<file path="src/rtl/pid_reloc_pkg.sv">
package pid_reloc_pkg;
  parameter int unsigned ADDR_W = 32;
  parameter int unsigned PID_W  = 7;
  localparam int unsigned LOW_W = ADDR_W - PID_W;
  typedef logic [ADDR_W-1:0] addr_t;
  typedef logic [PID_W-1:0]  pid_t;
endpackage

</file>
<file path="src/rtl/pid_reg.sv">
module pid_reg
  import pid_reloc_pkg::*;
(
  input  logic clk_i,
  input  logic rst_ni,
  input  logic we_i,
  input  pid_t wdata_i,
  output pid_t pid_o
);
  always_ff @(posedge clk_i or negedge rst_ni)
    if (!rst_ni)   pid_o <= '0;
    else if (we_i) pid_o <= wdata_i;


  pid_reset_chk: assert property (@(posedge clk_i) $rose(rst_ni) |-> pid_o == '0);

  pid_hold_chk: assert property (@(posedge clk_i) disable iff (!rst_ni)
    !we_i |=> $stable(pid_o));
endmodule

</file>
<file path="src/rtl/reloc_comb.sv">
module reloc_comb
  import pid_reloc_pkg::*;
(
  input  addr_t va_i,
  input  pid_t  pid_i,
  input  logic  mmu_en_i,
  input  logic  maint_i,
  output addr_t mva_o
);
  logic in_low;
  // Substitution replaces the add: the top field is zero whenever the address is in the low window.
  assign in_low = (va_i[ADDR_W-1:LOW_W] == '0) && mmu_en_i && !maint_i;
  assign mva_o  = in_low ? {pid_i, va_i[LOW_W-1:0]} : va_i;


  high_pass_chk: assert final (va_i[ADDR_W-1:LOW_W] == '0 || mva_o == va_i);

  mmu_off_chk: assert final (mmu_en_i || mva_o == va_i);

  maint_pass_chk: assert final (!maint_i || mva_o == va_i);
endmodule

</file>
<file path="src/rtl/pid_reloc.sv">
module pid_reloc
  import pid_reloc_pkg::*;
(
  input  logic              clk_i,
  input  logic              rst_ni,
  input  logic [31:0]       va_i,
  input  logic              va_valid_i,
  input  logic              mmu_en_i,
  input  logic              maint_i,
  input  logic              pid_we_i,
  input  logic [6:0]        pid_wdata_i,
  output logic [31:0]       mva_o,
  output logic              mva_valid_o
);
  pid_t  pid_q;
  addr_t mva_d;

  pid_reg u_pid (
    .clk_i(clk_i), .rst_ni(rst_ni), .we_i(pid_we_i),
    .wdata_i(pid_wdata_i), .pid_o(pid_q)
  );

  reloc_comb u_comb (
    .va_i(va_i), .pid_i(pid_q), .mmu_en_i(mmu_en_i),
    .maint_i(maint_i), .mva_o(mva_d)
  );

  always_ff @(posedge clk_i or negedge rst_ni)
    if (!rst_ni) begin
      mva_o       <= '0;
      mva_valid_o <= 1'b0;
    end else begin
      mva_valid_o <= va_valid_i;
      if (va_valid_i) mva_o <= mva_d;
    end


  valid_lat_chk: assert property (@(posedge clk_i) disable iff (!rst_ni)
    mva_valid_o == $past(va_valid_i));

  low_bits_chk: assert property (@(posedge clk_i) disable iff (!rst_ni)
    $past(va_valid_i) |-> mva_o[LOW_W-1:0] == $past(va_i[LOW_W-1:0]));

  pid_zero_chk: assert property (@(posedge clk_i) disable iff (!rst_ni)
    ($past(va_valid_i) && $past(pid_q) == '0) |-> mva_o == $past(va_i));
endmodule

</file>
<file path="config.mk">
export PLATFORM = sky130hd
export DESIGN_NAME = pid_reloc
export DESIGN_NICKNAME = d
export VERILOG_FILES = /design/src/rtl/pid_reloc_pkg.sv /design/src/rtl/pid_reg.sv /design/src/rtl/reloc_comb.sv /design/src/rtl/pid_reloc.sv
export SDC_FILE = /design/constraint.sdc
export NUM_CORES = 1
export LEC_CHECK = 0
export BUFFER_PORTS_ARGS = -buffer_cell sky130_fd_sc_hd__buf_2
export CORE_MARGIN = 1.5
export CORE_UTILIZATION = 41
export DETAILED_ROUTE_END_ITERATION = 12
export GPL_ROUTABILITY_DRIVEN = 1
export PLACE_DENSITY = 0.8
export SETUP_SLACK_MARGIN = 0.15
export SLEW_MARGIN = 20
export SYNTH_ARGS = -nofsm -noshare
export SYNTH_HDL_FRONTEND = slang
export SYNTH_SLANG_ARGS = --single-unit
</file>
<file path="constraint.sdc">
create_clock -name clk_i -period 1.4 [get_ports clk_i]
set_input_delay 0.21 -clock clk_i [delete_from_list [all_inputs] [get_ports clk_i]]
set_output_delay 0.21 -clock clk_i [all_outputs]
set_load 0.05 [all_outputs]
</file>
==> summary.md <==
| Metric | Value |
|---|---|
| Placement Cell Area | 0.00200 sq mm |
| Die footprint | 0.00414 sq mm |
| CTS tree | built |
| Syn Nets | 142 |
| Cts repair resizes | 0 |
| Worst EP arrival | 1.36 ns |
| FF+latch area | 0.00100 sq mm |
| Final min period | 1.14 ns |
| Worst R2R Setup Slack | 0.48 ns |
| Dpl ws | -0.0180 ns |
| Final #Nets | 225 |
| Leading cell type in the layout, fill and taps excluded | buf_2 |
| Cell variety after synth | 15 |
| Final Max Tran Viols | 0 |
| Final cell area excluding filler cells | 0.00210 sq mm |
| Post-DP HPWL | 2470 um |
| Total design power | 2.77 mW |
| Initial antenna violation count | 0 |
| First-pass DRT Iterations | 4 |
| Switch Pwr | 884 uW |
| Sequential power share | 47.7% |
| Most frequent cells in the layout | buf_2 (77), dfrtp_1 (40), mux2_2 (31) |
| Internal power | 1.89 mW |
| Die width | 64.4 um |
| GRT Overall Usage | 16.2% |
| First-pass GRT wire length | 5100 um |
| Worst ir drop on vdd | 829 uV |
| ANT nets after route | 0 |
| YS warnings | 0 |
| Diode count | 0 |
| Hold Fails Final Rpt | 0 |
| Area Overhead vs Synth | 36.1% |
| Final setup fails | 0 |
| Clock slew at reported path FFs | 0.07 ns |
| CTS Buffer Depth | 2 |
| Worst Tran Pin Value | 0.489 ns |
| Final setup margin | 0.256 ns |
| Die Y-Extent | 64.4 um |
| Fin crit share | 81.7% |
| Max-Cap Viols | 0 |
| CP Cell Sequence | buf_2 > or4_4 > nor3_4 > a221o_1 |
| CP Capture Type | flip-flop |
| Critical path's top delay family | simple AND/OR/NAND/NOR gates |
| Core area | 0.00363 sq mm |
| Vias | 1,103 |
| Vias per cell | 4.82 |
| Synth Instances | 97 |
| # fillers | 304 |
| FP Rows | 22 |
| Synth Cell Area | 0.00154 sq mm |
| CP Buf/Inv Count | 1 |
| Unrepaired setup endpoints after global routing | false |
| Switching Fraction | 31.9% |
| Layout cell share with drive strength beyond 1 | 66.3% |
| Leakage | 1.03 nW |
| Vias in the first global route | 1,177 |
| GRT overflow | 0 |
| Critical path class | in -> reg |
| Number of CTS-inserted buffers | 5 |
| Number of port buffers | 77 |
| Comb pwr share | 24.8% |
| Setup Fix Bufs, Post-CTS | 0 |
| CP max FO | 6 |
| Status | finished clean |
| Worst Hold Slack | 0.138 ns |
| Clk_lat worst skew | 0.29 ns |
| DRC | 0 |
| Initial core utilization | 42.5% |
| Final cell count without fillers | 229 |
| Clock power frac | 27.5% |
| Initial drt markers | 22 |
| Multi-input logic area | 517 sq um |
| Worst rel slew slack | 67.4% |
| Setup TNS | 0 ns |
| CTS Sinks | 40 |
| Sequential area share after synthesis | 64.8% |
| H-tree Lvls | 2 |
| Slowest cell on the critical path | or4_4 |
| Clock Skews | 0.00551 ns |
| WP data required | 1.62 ns |
| Drt wl/cell | 13.5 um |
| CTS Root Buffer Type | clkbuf_8 |
| Avg Cell Area, Syn | 15.9 sq um |
| Boundary Pins | 78 |
| Min-Delay Path Class | in -> reg |
| Fmax | 874 MHz |
| Pwr/cell area | 1320 mW/mm^2 |
| Core Util, Final | 57.9% |
| Crit path largest cell delay | 0.53 ns |
| Final WL | 3100 um |
| FF+latch count, synth | 40 |
| Dpl cells | 220 |
| CP startpoint kind | input pin |
| Final GP Congestion | 0.964 |
| Largest net degree at the start of global routing | 23 |
==> power groups by stage <==
| stage | clock, mW | combinational (mW) | sequential (mW) |
|---|---|---|---|
| after floorplan | 0 | 0.146 | 1.67 |
| after global placement | 0 | 0.677 | 1.33 |
| after detailed placement | 0 | 0.692 | 1.34 |
| after CTS | 0.781 | 0.695 | 1.32 |
| after global routing | 0.838 | 0.726 | 1.33 |
| final | 0.762 | 0.687 | 1.32 |
==> layer usage <==
metal,share of wire (%),vias up,track usage [%]
met3,9.6,4,6.16
met2,50,67,27.9
met4,1.4,0,5.59
met1,39,519,18.5
met5,0,-,0
li1,-,513,-
==> Yosys cell counts, drive strengths merged <==
cell type	number	area, sq um
inv	1	3.75
buf	3	15.0
or4	1	11.3
clkbuf	2	7.51
nand2b	1	6.26
o21ai	1	5.00
nand2	1	3.75
dfrtp	40	1000
or4b	1	13.8
nor2b	6	37.5
o22a	1	8.76
a221o	6	60.1
nor3	2	21.3
mux2	31	349
==> worst reg2reg max path, stage by stage, from the launching register on <==
cell and delay (ns):
dfrtp_1 0.39, nor2b_1 0.14, a221o_1 0.27
==> worst paths after layout <==
check / from / to / depth (start not counted)
max: va_i[27] / mva_o[30] / 4
min: pid_wdata_i[3] / u_pid.pid_o[3] / 3
max reg2reg: mva_o[30] / mva_o[30] / 2
min reg2reg: mva_o[2] / mva_o[2] / 1
max in group asynchronous: rst_ni / mva_o[30] / 3
min in group asynchronous: rst_ni / mva_o[1] / 2
==> repair_timing <==
action | 4_1_cts | 5_1_grt
hold endpoints to repair | 21 | 0
hold buffers | 1 | 0
endpoints found under the setup margin | 0 | 0
==> state kept, by name, summed over array words and instances, names as in the netlist <==
register     flops
u_pid.pid_o      7
mva_valid_o      1
mva_o           32
==> final cells by class <==
| cell class | instances | share of cell area [%] |
|---|---|---|
| Clock buffer | 8 | 4.29 |
| Inverter | 1 | 0.179 |
| Multi-Input combinational cell | 51 | 24.6 |
| Sequential cell | 40 | 47.6 |
| Tap cell | 48 | 2.86 |
| Timing Repair Buffer | 81 | 20.5 |
==> kinds of logic (layout without fill, tap and decap cells) <==
| kind of cell | Yosys count | in the layout | share of synthesized area (%) |
|---|---|---|---|
| and+or+nand+nor | 12 | 12 | 6.08 |
| AOI/OAI and AO/OA | 8 | 8 | 4.78 |
| muxes | 31 | 31 | 22.6 |
| DFF | 40 | 40 | 64.8 |
| buffers and inverters | 6 | 90 | 1.70 |
(Power assumes the default switching activity.)
